### src/rtl/brm_pkg.sv
package brm_pkg;
  typedef struct packed {
    logic clearCnt;
    logic presetCnt;
    logic holdCnt;
    logic forceOff;
    logic forceOn;
    logic blockSlots;
  } brmCtl_t;
endpackage

### src/rtl/brmControl.sv
module brmControl
  import brm_pkg::*;
(
  input  logic    clearIn,
  input  logic    presetIn,
  input  logic    inhibitIn,
  input  logic    strobeIn,
  input  logic    cascadeIn,
  output brmCtl_t ctl
);
  always_comb begin
    ctl.clearCnt   = clearIn;
    ctl.presetCnt  = presetIn & ~clearIn;
    ctl.holdCnt    = inhibitIn & ~clearIn & ~presetIn;
    ctl.forceOff   = strobeIn;
    ctl.forceOn    = cascadeIn & ~strobeIn;
    ctl.blockSlots = inhibitIn;
  end
endmodule

### src/rtl/brmDatapath.sv
module brmDatapath
  import brm_pkg::*;
#(
  parameter int W = 4
) (
  input  logic         clk,
  input  logic         rstN,
  input  brmCtl_t      ctl,
  input  logic [W-1:0] rateWord,
  output logic         rateOut,
  output logic         rateOutN,
  output logic         carryOut,
  output logic         termCountN
);
  localparam logic [W-1:0] TOP = {W{1'b1}};

  logic [W-1:0] count;
  logic [W-1:0] slotHit;
  logic         atTop;
  logic         gated;

  always_ff @(posedge clk or negedge rstN) begin
    if (!rstN)              count <= '0;
    else if (ctl.clearCnt)  count <= '0;
    else if (ctl.presetCnt) count <= TOP;
    else if (!ctl.holdCnt)  count <= count + 1'b1;
  end

  // Slot j: the j low bits are all ones and bit j is zero; it belongs to rate bit W-1-j.
  for (genvar j = 0; j < W; j++) begin : g_slot
    if (j == 0) begin : g_first
      assign slotHit[j] = ~count[0] & rateWord[W-1];
    end else begin : g_rest
      assign slotHit[j] = (&count[j-1:0]) & ~count[j] & rateWord[W-1-j];
    end
  end

  assign atTop      = (count == TOP);
  assign gated      = (|slotHit) & ~ctl.blockSlots;
  assign rateOut    = ~ctl.forceOff & (ctl.forceOn | gated);
  assign rateOutN   = ~rateOut;
  assign carryOut   = atTop | ctl.blockSlots;
  assign termCountN = ~atTop;


  step_chk: assert property (@(posedge clk) disable iff (!rstN)
    !(ctl.clearCnt || ctl.presetCnt || ctl.holdCnt) |=> count == W'($past(count) + 1'b1));

  slot_excl_chk: assert property (@(posedge clk) disable iff (!rstN) $onehot0(slotHit));

  top_silent_chk: assert property (@(posedge clk) disable iff (!rstN)
    (termCountN == 1'b0 && !ctl.forceOn) |-> !rateOut);

  clr_zero_chk: assert property (@(posedge clk) disable iff (!rstN) ctl.clearCnt |=> count == '0);

  preset_top_chk: assert property (@(posedge clk) disable iff (!rstN) ctl.presetCnt |=> !termCountN);

  hold_stable_chk: assert property (@(posedge clk) disable iff (!rstN) ctl.holdCnt |=> $stable(count));

  strobe_low_chk: assert property (@(posedge clk) disable iff (!rstN)
    ctl.forceOff |-> (!rateOut && rateOutN));
endmodule

### src/rtl/binRateMul.sv
module binRateMul
  import brm_pkg::*;
#(
  parameter int RATE_W = 4
) (
  input  logic              clk,
  input  logic              rstN,
  input  logic              clearIn,
  input  logic              presetIn,
  input  logic              strobeIn,
  input  logic              inhibitIn,
  input  logic              cascadeIn,
  input  logic [RATE_W-1:0] rateWord,
  output logic              rateOut,
  output logic              rateOutN,
  output logic              carryOut,
  output logic              termCountN
);
  brmCtl_t ctl;

  brmControl ctrl_i (
    .clearIn  (clearIn),
    .presetIn (presetIn),
    .inhibitIn(inhibitIn),
    .strobeIn (strobeIn),
    .cascadeIn(cascadeIn),
    .ctl      (ctl)
  );

  brmDatapath #(.W(RATE_W)) dp_i (
    .clk       (clk),
    .rstN      (rstN),
    .ctl       (ctl),
    .rateWord  (rateWord),
    .rateOut   (rateOut),
    .rateOutN  (rateOutN),
    .carryOut  (carryOut),
    .termCountN(termCountN)
  );


  compl_chk: assert property (@(posedge clk) disable iff (!rstN) rateOut != rateOutN);

  cascade_high_chk: assert property (@(posedge clk) disable iff (!rstN)
    (cascadeIn && !strobeIn) |-> rateOut);

  carry_inh_chk: assert property (@(posedge clk) disable iff (!rstN) inhibitIn |-> carryOut);
endmodule

### config.mk
export PLATFORM = sky130hd
export DESIGN_NAME = binRateMul
export DESIGN_NICKNAME = d
export VERILOG_FILES = /design/src/rtl/brm_pkg.sv /design/src/rtl/brmControl.sv /design/src/rtl/brmDatapath.sv /design/src/rtl/binRateMul.sv
export SDC_FILE = /design/constraint.sdc
export NUM_CORES = 1
export LEC_CHECK = 0
export CAP_MARGIN = 20
export CORE_AREA = 2 2 39 41
export CTS_CLUSTER_SIZE = 28
export DETAILED_ROUTE_END_ITERATION = 7
export DIE_AREA = 0 0 41 43
export GPL_TIMING_DRIVEN = 0
export RECOVER_POWER = 50
export SYNTH_ARGS = -nofsm -noshare
export SYNTH_HDL_FRONTEND = slang
export SYNTH_SLANG_ARGS = --single-unit
### constraint.sdc
create_clock -name clk -period 1.5 [get_ports clk]
set_input_delay 0.3 -clock clk [delete_from_list [all_inputs] [get_ports clk]]
set_output_delay 0.3 -clock clk [all_outputs]
set_load 0.05 [all_outputs]
# After elaboration in Yosys (flattened, before gate mapping)
# Cells that the tools add are included.
# totals
register_bits	4
out_inout_bits	4
# classes
bitwise	25
reduce_logical	3
muxes	3
n_eq_ne	2
add_sub_neg	1
# ops
cell	n
AND 1 bit	13
2-to-1 mux 4 bit	3
NOT 1 bit	10
adder 4 x 1 -> 4 bit, second input constant	1
equality test 4 bit, second input constant	1
OR reduction 4 bit	1
!= test 3 bit, second input constant	1
AND reduction 3 bit	1
bitwise OR 1 bit	2
AND reduction 2 bit	1

# Logic depth before layout (Yosys ltp)
# Gate-level depths: netlist of the first run.
# logic_depth
word_depth	8
depth_mapped	5
ltp_nobuf	5

# By module
# A second synthesis of the first run with hierarchy kept.
# hier_totals
cells_unflattened	36
area_unflattened_um2	329.1
# by_module_without_submodules
mod	instances	cells_per_inst	area_per_inst_um2
brmDatapath	1	30	281.5
brmControl	1	6	47.5

# Worst setup path after synthesis of the first run
# No wires, ideal clock.
# synth_timing
path_kind	flip-flop to output port
start	reg dp_i.count[0]
end	out rateOutN
required_ps	1200
stages_incl_launch_ff	6
n_path_buf	0
slack_ps	-622
arrival_time_ps	1822
path_cell_list	dfrtp_1 -> ha_1 -> ha_1 -> a22oi_1 -> a31oi_1 -> o21bai_1
# synth_between
elab_chain_len	8
word_cells_on_any_way	15
classes_between	bitwise (12); reduce/logical (3)
# synth_lines
element	line	text
from (decl)	brmDatapath.sv:17	logic [W-1:0] count;
from (signal assigned)	brmDatapath.sv:26	else if (!ctl.holdCnt) count <= count + 1'b1;
AND reduction 3 bit / AND reduction 2 bit (equally long branches)	brmDatapath.sv:34	assign slotHit[j] = (&count[j-1:0]) & ~count[j] & rateWord[W-1-j];
AND 1 bit (2 in series)	brmDatapath.sv:34	
OR reduction 4 bit *	brmDatapath.sv:39	assign gated = (|slotHit) & ~ctl.blockSlots;
AND 1 bit *	brmDatapath.sv:39	
bitwise OR 1 bit *	brmDatapath.sv:40	assign rateOut = ~ctl.forceOff & (ctl.forceOn | gated);
AND 1 bit *	brmDatapath.sv:40	
NOT 1 bit *	brmDatapath.sv:41	assign rateOutN = ~rateOut;
to (decl)	binRateMul.sv:15	output logic rateOutN,
# Mark *: on every way between the ends. The rest lies on a longest branch, timed or not.

# Worst setup path after layout of the first run
# layout_timing
start	reg dp_i.count[0]
end	out rateOut
# layout_between
elab_chain_len	7
word_cells_on_any_way	14
classes_between	bitwise (11); reduce/logical (3)
# layout_lines
element	line	text
AND reduction 3 bit / AND reduction 2 bit (equally long branches)	brmDatapath.sv:34	
AND 1 bit (2 in series)	brmDatapath.sv:34	
OR reduction 4 bit *	brmDatapath.sv:39	
AND 1 bit *	brmDatapath.sv:39	
bitwise OR 1 bit *	brmDatapath.sv:40	
AND 1 bit *	brmDatapath.sv:40	
to (decl)	binRateMul.sv:14	output logic rateOut,
# Marks and branches as above.

==> flow_summary.json, run 1 <==
{
  "top_regs": "dp_i.count x4",
  "grt.total_usage": 0.09183,
  "yosysUniqueCellTypes": 15,
  "hold_violations": 0,
  "syn_nets": 44,
  "synth-seq-area-share": 0.3524,
  "grt_max_degree": 8,
  "final_max_slew_viol_count": 0,
  "worst_pin_slew_ns": 0.3426,
  "clk_pin_slew_ns": 0.04,
  "drv_cap": 0,
  "clk_latency_ns": 0.23,
  "start_kind": "flop",
  "drt-pass1-iter-count": 4,
  "fp.dieH_um": 43,
  "pre_cts_slack_ns": -0.9053,
  "fin_cells": 67,
  "area_growth_pct": 115.4,
  "synth-xor-area-share": 0.06167,
  "power_leakage_nw": 0.2548,
  "rsz0062_at_grt": "true",
  "viasPerCell": 4.254,
  "synth.area.mux_share": 0.03965,
  "root_buffer": "clkbuf_4",
  "path_cells": "ha_4 -> ha_4 -> a22oi_2 -> a31oi_4 -> o21ba_4 -> buf_8",
  "cpMostUsedCell": "ha_4",
  "synthSimpleGateAreaFrac": 0.1322,
  "area.sequential_sq_um": 100.1,
  "gp_congestion": 0.6760,
  "grtUsageMet3": 0.01571,
  "crit_path_max_incr_delay_ns": 0.41,
  "vias": 285,
  "synth_top_family_by_area": "compound AO/OA/AOI/OAI gates",
  "cts_tree": "built",
  "die-area_sq_mm": 0.001763,
  "p_sw_frac": 0.2909,
  "min_period_ns": 1.961,
  "nets": 68,
  "layout_setup_ws_ns": -0.4608,
  "antenna_found_initial": 0,
  "dpl_cell_area_sq_um": 499.2,
  "rrSetupSlack_ns": 0.21,
  "min_period_over_period": 1.307,
  "cp_max_fo": 3,
  "grt_overflow": 0,
  "min-delay-path-class": "primary input to asynchronous set/reset pin",
  "fmax_mhz": 510.0,
  "grt_util_met2": 0.1563,
  "fin_area_sq_um": 611.8,
  "grt_pass1_vias": 290,
  "r2r_start": "dp_i.count[0]$_DFFE_PN0P_",
  "crit_buf_inv": 1,
  "cts-hold-fix-buffers": 0,
  "initial_core_util": 0.2052,
  "multi_input_area_sq_um": 257.7,
  "crit_family": "compound AO/OA/AOI/OAI gates",
  "vdd_drop_max_mv": 0.2727,
  "p_int_uw": 293.0,
  "drive_above_1_share": 0.4118,
  "crit_path_end_kind": "primary output",
  "p_switching_uw": 120.2,
  "syn-instance-count": 29,
  "syn-cell-area_sq_um": 284.0,
  "yosys_warnings": 0,
  "p_per_area_mw_per_mm2": 675.4,
  "syn-mean-instance-area_sq_um": 9.794,
  "post-dp-hpwl_um": 477.6,
  "floorplan.rows": 14,
  "grt_first_pass_wirelength_mm": 1.055,
  "htree_levels": 1,
  "coreArea_sq_mm": 0.001384,
  "failed_checks": "negative setup slack",
  "ys_ff_latch": 4,
  "clockBufferDepth": 2,
  "die_w_um": 41,
  "sequentialPowerShare": 0.316,
  "fillCellCount": 134,
  "setup_viol": 4,
  "path_class": "flop to primary output",
  "met1_usage": 0.08497,
  "clkPwrFrac": 0.311,
  "drt_wl_total_um": 668,
  "clock-sinks": 4,
  "p_total_uw": 413.2,
  "cp.arrival_ns": 1.66,
  "reg2regPathDepth": 4,
  "r2r-end": "dp_i.count[1]$_DFFE_PN0P_",
  "synth-compound-area-share": 0.1982,
  "drc": 0,
  "drt_iter0_drc": 1,
  "slew_headroom": 0.7716,
  "port_buffers": 14,
  "status": "complete, but fails checks",
  "top_register": "dp_i.count",
  "slowest_stage": "dfrtp_1",
  "dp.cells": 59,
  "diodes": 0,
  "numCtsBuffers": 3,
  "ant_nets": 0,
  "p_comb_frac": 0.373,
  "largest_reg_flops": 4,
  "synth_fa_ha_area_frac": 0.1762,
  "io_pins": 15,
  "wl_per_cell_um": 9.970,
  "required_ns": 1.20,
  "finClkSkew_ns": 0.001818,
  "grt-busiest-layer": "met2"
}
[final cells by class]
class / instances / share of cell area
sequential: 4 / 0.1636
clock buffer: 3 / 0.03681
timing repair buffer: 19 / 0.3272
multi-input combinational: 22 / 0.4213
inverter: 3 / 0.01840
tap: 16 / 0.03272
[how the worst max path moves through the flow]
| stage | from | endpoint | slack (ns) | cells after the start |
|---|---|---|---|---|
| 6_report | dp_i.count[0]$_DFFE_PN0P_ | rateOut | -0.46 | 6 |
| 5_1_grt | dp_i.count[0]$_DFFE_PN0P_ | rateOut | -0.54 | 6 |
| 4_1_cts | dp_i.count[0]$_DFFE_PN0P_ | rateOut | -0.47 | 6 |
| 3_5_place_dp | dp_i.count[0]$_DFFE_PN0P_ | rateOut | -0.91 | 6 |
| 3_3_place_gp | inhibitIn | rateOut | -0.91 | 4 |
| 2_1_floorplan | dp_i.count[0]$_DFFE_PN0P_ | rateOutN | -0.19 | 5 |
[kinds of logic after synthesis]
kind of cell               count (synthesis)
AOI/OAI and AO/OA                          9
and+or+nand+nor                            6
adders and majority gates                  4
DFF                                        4
buffers and inverters                      3
xor gates and xnor gates                   2
muxes                                      1
[placed cells by master (no fill, tap or decap), drive strengths merged]
master | Yosys | final
inv | 3 | 3
o21bai | 1 | 1
dfrtp | 4 | 4
buf | 0 | 9
mux2 | 1 | 1
o21ba | 1 | 1
a31oi | 1 | 1
nand3b | 1 | 1
nand3 | 1 | 1
a22oi | 1 | 1
a21oi | 5 | 5
nand2b | 2 | 2
dlygate4sd3 | 0 | 1
xor2 | 2 | 2
nand4b | 1 | 1
ha | 4 | 4
clkbuf | 0 | 3
dlygate4sd2 | 0 | 1
clkdlybuf4s50 | 0 | 8
nor2 | 1 | 1
[stage by stage]
stage | setup TNS (ns) | utilization | hold WS [ns]
3_5_place_dp | -2.963 | 0.3608 | 0.5181
3_3_place_gp | -2.984 | 0.3608 | 0.5140
4_1_cts | -0.9602 | 0.4376 | 0.2711
6_report | -0.9667 | 0.4421 | 0.3416
2_1_floorplan | -0.3411 | - | 0.004409
5_1_grt | -1.255 | 0.4421 | 0.3422
[cell usage after synthesis]
master    number  area share
a31oi_1        1       0.022
a21oi_1        5       0.088
o21bai_1       1       0.026
nand2b_1       2       0.044
nand3b_1       1       0.026
xor2_1         2       0.062
o21ba_1        1       0.035
nand3_1        1       0.018
dfrtp_1        4        0.35
a22oi_1        1       0.026
nand4b_1       1       0.031
mux2_1         1       0.040
ha_1           4        0.18
nor2_1         1       0.013
inv_1          3       0.040
[timing repair]
action,CTS,global route
setup buffers,5,0
gates resized for setup,36,2
endpoints found under the hold margin,0,0
pin swaps,5,1
cloned,0,0
setup endpoints to repair,4,4
[power groups by stage]
stage	Combinational (mW)	Sequential (mW)	Clock, mW
4_1_cts	0.154	0.130	0.134
2_1_floorplan	0.0725	0.127	0
6_report	0.154	0.131	0.128
5_1_grt	0.168	0.132	0.149
3_5_place_dp	0.123	0.130	0
3_3_place_gp	0.122	0.130	0
[per-layer routing]
metal | share of wire | wire length (um)
met1 | 0.39 | 261
met2 | 0.52 | 347
met3 | 0.090 | 60
met4 | 0 | 0
met5 | 0 | 0
(Power assumes the default switching activity.)
==> run 2, diff against run 1 <==
Settings changed: CAP_MARGIN 20 to 0.
==> results of run 2 <==
Final layout, timing and power as in run 1 (identical DEF).
